$ cat config.mk
export PLATFORM = sky130hd
export DESIGN_NAME = spi_regblk
export DESIGN_NICKNAME = d
export VERILOG_FILES = /design/src/rtl/spi_regblk_pkg.sv /design/src/rtl/spi_sync.sv /design/src/rtl/spi_clkgen.sv /design/src/rtl/spi_shifter.sv /design/src/rtl/spi_regblk.sv
export SDC_FILE = /design/constraint.sdc
export NUM_CORES = 1
export LEC_CHECK = 0
export ABC_AREA = 1
export BUFFER_PORTS_ARGS = -buffer_cell sky130_fd_sc_hd__buf_2
export CAP_MARGIN = 10
export CORE_MARGIN = 10
export CORE_UTILIZATION = 45
export CTS_CLUSTER_DIAMETER = 40
export DETAILED_ROUTE_END_ITERATION = 10
export PLACE_DENSITY = 0.66
export REMOVE_ABC_BUFFERS = 1
export SLEW_MARGIN = 20
export SYNTH_ARGS = -nofsm -noshare
export SYNTH_HDL_FRONTEND = slang
export SYNTH_SLANG_ARGS = --single-unit
$ cat constraint.sdc
create_clock -name clk -period 1.9 [get_ports clk]
set_clock_uncertainty 0.1 [all_clocks]
set_input_delay 0.095 -clock clk [delete_from_list [all_inputs] [get_ports clk]]
set_output_delay 0.095 -clock clk [all_outputs]
set_load 0.01 [all_outputs]
$ cat src/rtl/spi_regblk_pkg.sv
package spi_regblk_pkg;

  localparam logic [1:0] SEL_CTRL = 2'd0;
  localparam logic [1:0] SEL_STAT = 2'd1;
  localparam logic [1:0] SEL_DATA = 2'd2;

  localparam int HALF_W = 7;

  typedef struct packed {
    logic       sel_ovr;
    logic       enable;
    logic       lsb_first;
    logic       master;
    logic       cpol;
    logic       cpha;
    logic [1:0] rate;
  } ctrl_t;

  localparam logic [7:0] CTRL_RST = 8'h04;

  // system clocks per serial clock half period
  function automatic logic [HALF_W-1:0] half_period(input logic [1:0] rate);
    logic [HALF_W-1:0] h;
    if (rate == 2'd3) h = HALF_W'(64);
    else              h = HALF_W'(2) << (2 * rate);
    return h;
  endfunction

endpackage

$ cat src/rtl/spi_sync.sv
module spi_sync #(
  parameter int               WIDTH   = 1,
  parameter int               STAGES  = 2,
  parameter logic [WIDTH-1:0] RST_VAL = '0
) (
  input  logic             clk,
  input  logic             rst,
  input  logic [WIDTH-1:0] d,
  output logic [WIDTH-1:0] q
);

  logic [WIDTH-1:0] st [STAGES];

  always_ff @(posedge clk) begin
    if (rst) st[0] <= RST_VAL;
    else     st[0] <= d;
  end

  for (genvar g = 1; g < STAGES; g++) begin : g_stage
    always_ff @(posedge clk) begin
      if (rst) st[g] <= RST_VAL;
      else     st[g] <= st[g-1];
    end
  end

  assign q = st[STAGES-1];

endmodule

$ cat src/rtl/spi_clkgen.sv
module spi_clkgen #(
  parameter int CNT_W = 7
) (
  input  logic             clk,
  input  logic             rst,
  input  logic             run,
  input  logic [CNT_W-1:0] half,
  output logic             tick
);

  logic [CNT_W-1:0] cnt;

  assign tick = run && (cnt == half - 1'b1);

  always_ff @(posedge clk) begin
    if (rst || !run) cnt <= '0;
    else if (tick)   cnt <= '0;
    else             cnt <= cnt + 1'b1;
  end

endmodule

$ cat src/rtl/spi_shifter.sv
module spi_shifter #(
  parameter int W = 8
) (
  input  logic         clk,
  input  logic         rst,
  input  logic         load,
  input  logic [W-1:0] load_val,
  input  logic         shift,
  input  logic         sample,
  input  logic         din,
  input  logic         lsb_first,
  output logic         dout,
  output logic [W-1:0] rx_next
);

  logic [W-1:0] tx_sh;
  logic [W-1:0] rx_sh;

  assign dout = lsb_first ? tx_sh[0] : tx_sh[W-1];

  always_comb begin
    rx_next = rx_sh;
    if (sample) begin
      if (lsb_first) rx_next = {din, rx_sh[W-1:1]};
      else           rx_next = {rx_sh[W-2:0], din};
    end
  end

  always_ff @(posedge clk) begin
    if (rst) begin
      tx_sh <= '0;
      rx_sh <= '0;
    end else begin
      rx_sh <= rx_next;
      if (load)
        tx_sh <= load_val;
      else if (shift)
        tx_sh <= lsb_first ? {1'b0, tx_sh[W-1:1]} : {tx_sh[W-2:0], 1'b0};
    end
  end

endmodule

$ cat src/rtl/spi_regblk.sv
module spi_regblk
  import spi_regblk_pkg::*;
#(
  parameter int DATA_W      = 8,
  parameter int SYNC_STAGES = 2
) (
  input  logic              clk,
  input  logic              rst,
  input  logic [1:0]        reg_sel,
  input  logic              wr_en,
  input  logic [DATA_W-1:0] wr_data,
  output logic [DATA_W-1:0] rd_data,
  input  logic              irq_en,
  output logic              irq,
  input  logic              sck_i,
  output logic              sck_o,
  output logic              sck_oe,
  input  logic              mosi_i,
  output logic              mosi_o,
  output logic              mosi_oe,
  input  logic              miso_i,
  output logic              miso_o,
  output logic              miso_oe,
  input  logic              ss_n_i
);

  localparam int                EDGE_W    = $clog2(2 * DATA_W);
  localparam logic [EDGE_W-1:0] LAST_EDGE = EDGE_W'(2 * DATA_W - 1);

  ctrl_t              ctrl;
  logic               spif, wcol;
  logic [DATA_W-1:0]  tx_buf, rx_buf;
  logic               m_busy;
  logic [EDGE_W-1:0]  idx;
  logic               sck_q;
  logic               sck_s_d;

  logic               ss_s, sck_s, mosi_s;
  logic               tick;
  logic               master_mode, fault, slave_act;
  logic               s_edge, m_ev, ev, new_lvl, lead, trail;
  logic               sample, shift, done, busy;
  logic               data_wr, start, load;
  logic [DATA_W-1:0]  load_val, rx_next;
  logic               din, dout;

  spi_sync #(
    .WIDTH   (3),
    .STAGES  (SYNC_STAGES),
    .RST_VAL (3'b100)
  ) u_sync (
    .clk (clk),
    .rst (rst),
    .d   ({ss_n_i, sck_i, mosi_i}),
    .q   ({ss_s, sck_s, mosi_s})
  );

  spi_clkgen #(.CNT_W(HALF_W)) u_clkgen (
    .clk  (clk),
    .rst  (rst),
    .run  (m_busy),
    .half (half_period(ctrl.rate)),
    .tick (tick)
  );

  // role selection
  assign master_mode = ctrl.enable & ctrl.master;
  assign fault       = master_mode & ~ctrl.sel_ovr & ~ss_s;
  assign slave_act   = ctrl.enable & ~ctrl.master & (ctrl.sel_ovr | ~ss_s);

  // one edge engine shared by both roles
  assign m_ev    = m_busy & tick;
  assign s_edge  = slave_act & (sck_s != sck_s_d);
  assign ev      = m_ev | s_edge;
  assign new_lvl = m_busy ? ~sck_q : sck_s;
  assign lead    = ev & (new_lvl != ctrl.cpol);
  assign trail   = ev & (new_lvl == ctrl.cpol);
  assign sample  = ctrl.cpha ? trail : lead;
  assign shift   = ctrl.cpha ? (lead && idx != '0) : trail;
  assign done    = trail && (idx == LAST_EDGE);
  assign busy    = m_busy | (slave_act & (idx != '0));

  assign data_wr  = wr_en && (reg_sel == SEL_DATA);
  assign start    = data_wr && !busy && master_mode && !fault;
  assign load     = start | (slave_act && idx == '0 && !ev);
  assign load_val = start ? wr_data : tx_buf;
  assign din      = m_busy ? miso_i : mosi_s;

  spi_shifter #(.W(DATA_W)) u_shift (
    .clk       (clk),
    .rst       (rst),
    .load      (load),
    .load_val  (load_val),
    .shift     (shift),
    .sample    (sample),
    .din       (din),
    .lsb_first (ctrl.lsb_first),
    .dout      (dout),
    .rx_next   (rx_next)
  );

  always_ff @(posedge clk) begin
    if (rst) begin
      ctrl    <= ctrl_t'(CTRL_RST);
      spif    <= 1'b0;
      wcol    <= 1'b0;
      tx_buf  <= '0;
      rx_buf  <= '0;
      m_busy  <= 1'b0;
      idx     <= '0;
      sck_q   <= CTRL_RST[3];
      sck_s_d <= 1'b0;
      rd_data <= '0;
    end else begin
      sck_s_d <= sck_s;

      if (wr_en && reg_sel == SEL_CTRL)
        ctrl <= ctrl_t'(wr_data[7:0]);

      if (wr_en && reg_sel == SEL_STAT) begin
        if (wr_data[7]) spif <= 1'b0;
        if (wr_data[6]) wcol <= 1'b0;
      end

      if (data_wr) begin
        if (busy) wcol   <= 1'b1;
        else      tx_buf <= wr_data;
      end

      if (!ctrl.enable || fault) begin
        m_busy <= 1'b0;
        idx    <= '0;
      end else if (start) begin
        m_busy <= 1'b1;
        idx    <= '0;
      end else if (ev) begin
        idx <= idx + 1'b1;
        if (done) begin
          m_busy <= 1'b0;
          idx    <= '0;
          spif   <= 1'b1;
          rx_buf <= rx_next;
        end
      end else if (!m_busy && !slave_act) begin
        idx <= '0;
      end

      if (fault) begin
        ctrl.master <= 1'b0;
        spif        <= 1'b1;
      end

      if (m_busy && m_ev && !fault) sck_q <= ~sck_q;
      else if (!m_busy)             sck_q <= ctrl.cpol;

      case (reg_sel)
        SEL_CTRL: rd_data <= DATA_W'(ctrl);
        SEL_STAT: rd_data <= DATA_W'({spif, wcol, 6'b0});
        SEL_DATA: rd_data <= rx_buf;
        default:  rd_data <= '0;
      endcase
    end
  end

  assign irq     = spif & irq_en;
  assign sck_o   = sck_q;
  assign sck_oe  = master_mode;
  assign mosi_o  = dout;
  assign mosi_oe = master_mode;
  assign miso_o  = dout;
  assign miso_oe = slave_act;

endmodule

## After elaboration in Yosys (flattened, before gate mapping)

Memories as Yosys holds them, arrays and structs flattened.
Index checks and enable logic that the tools add are counted.

- Add/sub/neg operators: 3
- Equality and inequality tests: 9
- Bitwise gates (word level): 24
- Multiplexer cells: 37
- Shift operators: 1
- Reductions and logical operators: 36

Operators with widths:

| cell | count |
|---|---|
| two-way mux 8 bit | 6 |
| two-way mux 1 bit | 24 |
| case mux 8 bit (3 select lines) | 1 |
| logical AND 1 bit | 14 |
| two-way mux 4 bit | 3 |
| bitwise AND 1 bit | 11 |
| nonzero test 2 bit | 4 |
| adder 7 x 1 -> 7 bit, second input constant | 1 |
| == test 7 bit | 1 |
| two-way mux 7 bit | 1 |
| inverter 1 bit | 7 |
| left shift 2 x 3 -> 7 bit, first input constant | 1 |
| subtractor 7 x 1 -> 7 bit, second input constant | 1 |
| zero test 1 bit | 6 |
| two-way mux 3 bit | 2 |
| bitwise OR 1 bit | 6 |
| OR reduction 2 bit | 3 |
| adder 4 x 1 -> 4 bit, second input constant | 1 |
| == test 2 bit, second input constant | 2 |
| == test 4 bit, second input constant | 1 |
| zero test 4 bit | 1 |
| AND reduction 2 bit | 2 |
| AND reduction 4 bit | 1 |
| nonzero test 4 bit | 1 |
| other kinds (7) | 9 |

- Output and inout bits: 15
- Logic and storage cells: 130
- Memory bits (writable): 6
- Bits of input ports: 18
- Register bits: 64
- Memories kept: 1

Memory list:

| memory | depth | bits a word | rd ports | clocked after Yosys merged registers in | write ports | line | source |
|---|---|---|---|---|---|---|---|
| u_sync.st | 2 | 3 | 2 | 0 | 2 | spi_sync.sv:12 | `logic [WIDTH-1:0] st [STAGES];` |

## Logic depth before layout (Yosys ltp)

- Depth after elaboration: 14
- Depth in mapped cells: 15

## Cells and area by module

From an unflattened synthesis, not the netlist that was laid out.

- Cell total of the unflattened synthesis: 547
- Area total of the unflattened synthesis: 3767.4 um^2

Modules (own cells, without submodules):

| module | cells each | instances | area an instance (um^2) |
|---|---|---|---|
| spi_regblk | 284 | 1 | 2020.7 |
| spi_shifter | 147 | 1 | 1027.2 |
| spi_clkgen | 97 | 1 | 550.5 |
| spi_sync | 19 | 1 | 168.9 |

## Worst setup path after synthesis

Ideal clock, no wire load.

- Kind: reg2reg
- Start: register ctrl[1] in the netlist's numbering
- End: register u_shift.tx_sh[7]
- Arrival time: 1821 ps
- Data required time: 1686 ps
- Path slack: -135 ps
- Clock period less this slack: 2035 ps
- Cell stages (with the launch flop): 15
- Cells stage by stage: dfxtp_1 inv_2 nand2_2 ha_1 nand2_1 inv_1 nor2_1 nand3_1 o21ai_2 buf_6 nand3_4 nand2_4 nor2_8 nor2_1 nor2_2

- Longest elaborated chain between the ends: 11
- Elaborated cells on any way between the ends: 17

RTL lines:

| item | line | source |
|---|---|---|
| start, declared | spi_regblk.sv:30 | `ctrl_t ctrl;` |
| start signal, assigned | spi_regblk.sv:104 | `ctrl <= ctrl_t'(CTRL_RST);` |
| start signal, assigned | spi_regblk.sv:118 | `ctrl <= ctrl_t'(wr_data[7:0]);` |
| left shift 2 x 3 -> 7 bit / == test 2 bit (equally long branches) | spi_regblk_pkg.sv:25, spi_regblk_pkg.sv:24 |  |
| two-way mux 7 bit (*) | spi_regblk_pkg.sv:24 | `if (rate == 2'd3) h = HALF_W'(64);` |
| subtractor 7 x 1 -> 7 bit (*) | spi_clkgen.sv:13 | `assign tick = run && (cnt == half - 1'b1);` |
| == test 7 bit (*) | spi_clkgen.sv:13 |  |
| logical AND 1 bit (*) | spi_clkgen.sv:13 |  |
| bitwise AND 1 bit (*) | spi_regblk.sv:72 | `assign m_ev = m_busy & tick;` |
| bitwise OR 1 bit (*) | spi_regblk.sv:74 | `assign ev = m_ev \| s_edge;` |
| bitwise AND 1 bit / zero test 1 bit (equally long branches) | spi_regblk.sv:76, spi_regblk.sv:85 |  |
| logical AND 1 bit, on equally long branches | spi_regblk.sv:79, spi_regblk.sv:85 |  |
| two-way mux 1 bit / bitwise OR 1 bit (equally long branches) | spi_regblk.sv:79, spi_regblk.sv:85 |  |
| nonzero test 2 bit (no source line) / two-way mux 8 bit (equally long branches) | -- |  |
| end signal, assigned | spi_shifter.sv:36 | `tx_sh <= load_val;` |
| end signal, assigned | spi_shifter.sv:38 | `tx_sh <= lsb_first ? {1'b0, tx_sh[W-1:1]} : {tx_sh[W-2:0], 1'b0};` |
| end, declared | spi_shifter.sv:16 | `logic [W-1:0] tx_sh;` |

Mark *: on every way between the ends. The rest lies on a longest branch, timed or not.
A chain may end at the register's enable or synchronous reset.

## Worst setup path in the final report

- Start: register ctrl[1] in the netlist's numbering
- End: register rx_buf[1]

- Longest elaborated chain between the ends: 10
- Elaborated cells on any way between the ends: 14

RTL lines:

| item | line | source |
|---|---|---|
| left shift 2 x 3 -> 7 bit / == test 2 bit (equally long branches) | spi_regblk_pkg.sv:25, spi_regblk_pkg.sv:24 |  |
| two-way mux 7 bit (*) | spi_regblk_pkg.sv:24 |  |
| subtractor 7 x 1 -> 7 bit (*) | spi_clkgen.sv:13 |  |
| == test 7 bit (*) | spi_clkgen.sv:13 |  |
| logical AND 1 bit (*) | spi_clkgen.sv:13 |  |
| bitwise AND 1 bit (*) | spi_regblk.sv:72 |  |
| bitwise OR 1 bit (*) | spi_regblk.sv:74 |  |
| bitwise AND 1 bit, on equally long branches | spi_regblk.sv:76, spi_regblk.sv:77 |  |
| two-way mux 1 bit / logical AND 1 bit (equally long branches) | spi_regblk.sv:78, spi_regblk.sv:80 |  |
| two-way mux 8 bit / AND reduction 4 bit (equally long branches) | -- |  |
| end signal, assigned | spi_regblk.sv:142 | `rx_buf <= rx_next;` |
| end, declared | spi_regblk.sv:32 | `logic [DATA_W-1:0] tx_buf, rx_buf;` |

Marked as above.

==> results.tsv <==
stage	metric	value	unit
outcome	status	finished, violations left	
outcome	failing checks	negative setup slack	
logic_synthesis	Cell Area, Synth	3538	µm²
placed_design	DP Worst Slack	-287.6	ps
power	power per cell area	719.6	nW/µm²
power	combinational power share	8.3	%
power	maximum VDD drop	0.3807	mV
routing	Vias/cell	5.004	
worst_setup_path	CP Launch Type	flip-flop	
logic_synthesis	Synth Instances	517	
finish	share of layout cells above drive strength 1	25.12	%
logic_synthesis	FFs w/ async S/R, synth	0	%
logic_synthesis	Syn. warnings	0	
logic_synthesis	top_reg_cell synth	dfxtp_1	
min_path	Hold Path Cell Cnt	4	
clock_tree	htree depth	3	
clock_tree	Worst-path clk slew	80	ps
placed_design	Placed Area	4004	µm²
worst_setup_path	r2r setup slk	-190	ps
finish	final core occ	60.27	%
routing	DRT iter0 DRCs	147	
floorplanning	Rows	32	
placed_design	post-DP HPWL	6498	µm
global_routing	grt total ovfl	0	
timing	total negative setup slack	-3837	ps
min_path	Worst Hold End	rd_data[6]$_SDFF_PP0_	
finish	Sequential Area	1406	µm²
worst_setup_path	max incr delay on CP	340	ps
placed_design	routability congestion estimate	0.8270	
routing	via count	3518	
power	clock power share	46.3	%
global_routing	pin count of the biggest net entering global routing	33	
min_path	Hold Crit Class	in2reg	
worst_setup_path	Reg-to-Reg Start	ctrl[1]$_SDFFE_PP0P_	
job	max cap viols	0	
logic_synthesis	Syn Area/Cell	6.844	µm²
timing	final-report max-slew violation count	0	
clock_tree	CTS sink cnt	70	
power	Sw Share	23.38	%
finish	Area growth syn-to-layout	30.94	%
clock_tree	clk_lat worst skew	350	ps
worst_setup_path	Critical Setup Path Class	reg2reg	
timing	Min Hold Slack	41.70	ps
min_path	hold_sp	reg_sel[1]	
power	total power	3.334	mW
finish	nets	618	
power	Leakage	2.179	nW
routing	drt pass-1 iters	5	
placed_design	Inst Count DP	669	
timing	final hold vios	0	
worst_setup_path	Crit. End Element	flip-flop	
timing	RSZ-0062 raised after global routing	true	
timing	measured slew at the worst slew-check pin	494.4	ps
floorplanning	die width	108.7	µm
timing	Tmin final	2088	ps
global_routing	first-pass GRT wire length	15890	µm
power	Pint	2.555	mW
finish	n_diodes	0	
timing	Max-slew headroom	66.96	%
finish	design area	4633	µm²
floorplanning	initial core utilization	46.03	%
routing	antenna viol nets, final	0	
clock_tree	root buf cell	clkbuf_8	
global_routing	vias in the first global route	3383	
worst_setup_path	RR Endpoint	rx_buf[1]$_SDFFE_PP0P_	
worst_setup_path	data required time of the worst path	2090	ps
finish	fin cells	703	
floorplanning	die height	108.7	µm
power	NetSw	0.7796	mW
finish	multi-input logic area	1968	µm²
placed_design	I/O Buffers	32	
logic_synthesis	Post-synth EDFFs	0	
worst_setup_path	Worst EP arrival	2280	ps
floorplanning	Die Area	11810	µm²
logic_synthesis	Seq cells post-synth	70	
worst_setup_path	CP Max Fanout	8	
floorplanning	core footprint	7687	µm²
worst_setup_path	worst-path cell chain	inv_4 > nand2_2 > ha_4 > nor2_1 > nor2_2 > nand3_2 > o21ai_4 > buf_6 > nand3_4 > nand2_8 > nand2_2 > nand3_2 > nand2_1 > inv_1	
timing	Setup WS post-layout	-187.6	ps
power	Reg power frac	45.4	%
routing	DR DRC count	0	
worst_setup_path	slowest cell on the critical path	dfxtp_2	
finish	Fillers	693	
floorplanning	Ports	33	
clock_tree	cts bufs inserted	9	
timing	Final Setup Violations	28	
logic_synthesis	Seq/Total Area, Yosys	39.60	%
timing	fin crit share	109.9	%
global_routing	Tot GR Track Use	16.30	%
routing	drt wl/cell	13.24	µm
timing	achievable frequency	479.0	MHz
clock_tree	CTS tree	built	
logic_synthesis	Synth cell types	35	
worst_setup_path	Worst R2R Path Depth	14	
clock_tree	clock buffer depth	2	
global_routing	initial antenna violation count	0	
routing	Post-Route WL	9310	µm
cell usage after synthesis (2+ instances only):
master,n,area share (%)
nor2_2,3,0.53
or2_2,3,0.53
nor3_1,4,0.57
buf_2,2,0.28
nand3_1,48,6.8
a21oi_1,44,6.2
o21ai_2,2,0.50
xor2_1,4,0.99
clkbuf_1,11,1.2
nand2_2,11,1.9
nand3_2,2,0.57
o21ai_0,28,4.0
nand4_1,10,1.8
buf_4,2,0.42
nor2_1,48,5.1
nand2_1,134,14
inv_2,5,0.53
ha_1,4,1.4
nand3_4,3,1.5
dfxtp_1,70,40
inv_1,65,6.9
worst max-delay path: cells and delay by family, from the launching register on:
family | cells | cell delay (ps)
AO/OA/AOI/OAI | 1 | 190
adder cells (fa/ha/maj) | 1 | 280
AND/OR/NAND/NOR | 9 | 830
buffers and inverters | 3 | 280
flip-flops | 1 | 340
metal layers:
layer  up-vias  track usage [%]  wire length (µm)  share of wire [%]
met5         -                0                 0                  0
met4         0            6.309               223                2.4
met3        24            3.481               424                4.6
met2        76            27.20              4549                 49
met1      1607            20.15              4114                 44
li1       1811                -                 -                  -
cell families (layout without fill, tap and decap cells):
group	Yosys count	count (layout)	synth area share, %
adder cells (fa/ha/maj)	4	4	1.414
flip-flops	70	70	39.60
XOR/XNOR	6	6	1.697
AND/OR/NAND/NOR	273	275	36.28
AO/OA/AOI/OAI	77	77	11.28
buffers and inverters	87	169	9.724
worst max-delay path by stage:
stage | start | to | slack, ps | cells after the start
after floorplan | ctrl[1]$_SDFFE_PP0P_ | u_shift.tx_sh[7]$_SDFFE_PP0P_ | -530 | 13
after global placement | ctrl[1]$_SDFFE_PP0P_ | rx_buf[4]$_SDFFE_PP0P_ | -240 | 14
after detailed placement | ctrl[0]$_SDFFE_PP0P_ | rx_buf[1]$_SDFFE_PP0P_ | -290 | 14
after CTS | ctrl[0]$_SDFFE_PP0P_ | rx_buf[7]$_SDFFE_PP0P_ | -210 | 14
after global routing | ctrl[1]$_SDFFE_PP0P_ | u_shift.rx_sh[2]$_SDFF_PP0_ | -330 | 12
final | ctrl[1]$_SDFFE_PP0P_ | rx_buf[1]$_SDFFE_PP0P_ | -190 | 14
power by group through the flow:
stage	Sequential (mW)	Combinational, mW	Clock [mW]
after CTS	1.51	0.264	1.56
final	1.51	0.277	1.54
after floorplan	1.55	0.124	0
after global placement	1.55	0.227	0
after global routing	1.52	0.308	1.62
after detailed placement	1.55	0.228	0
repair_timing:
item	CTS	global route
hold buffers	12	0
setup buffers	4	0
pin swaps	19	6
gates resized for setup	32	18
setup endpoints to repair	31	38
cloned	2	0
hold endpoints to repair	15	0
sequential cells by signal, summed over array words and instances (netlist names), 4 cells and up:
register and flops:
rx_buf 8, rd_data 8, u_clkgen.cnt 7, idx 4
ctrl 8, u_shift.rx_sh 8, tx_buf 8, u_shift.tx_sh 8
u_sync.st 6
layout make-up:
cell class                      instances  area share, %
Clock inverter                          5          2.241
Timing Repair Buffer                   82          12.94
Tap cell                              102          2.755
Inverter                               71          5.968
Sequential cell                        70          30.35
Multi-Input combinational cell        362          42.48
Clock buffer                           11          3.268
cells in the final DEF (no fill, tap or decap), types with 3 or more instances in the layout:
| cell | n |
|---|---|
| a21oi_2 | 9 |
| buf_4 | 29 |
| nand2_1 | 130 |
| nor3_1 | 4 |
| bufinv_16 | 3 |
| nor2_2 | 5 |
| nor2_1 | 45 |
| inv_1 | 65 |
| nand3_1 | 40 |
| o21ai_0 | 28 |
| nand3_4 | 4 |
| xor2_1 | 4 |
| nand4_1 | 10 |
| buf_2 | 32 |
| nand3_2 | 11 |
| clkbuf_8 | 11 |
| dfxtp_1 | 68 |
| nand2_4 | 5 |
| a21oi_1 | 34 |
| dlygate4sd3_1 | 12 |
| or2_2 | 3 |
| ha_1 | 3 |
| nand2_2 | 11 |
| buf_6 | 9 |
| inv_4 | 4 |
(Power assumes the default switching activity.)
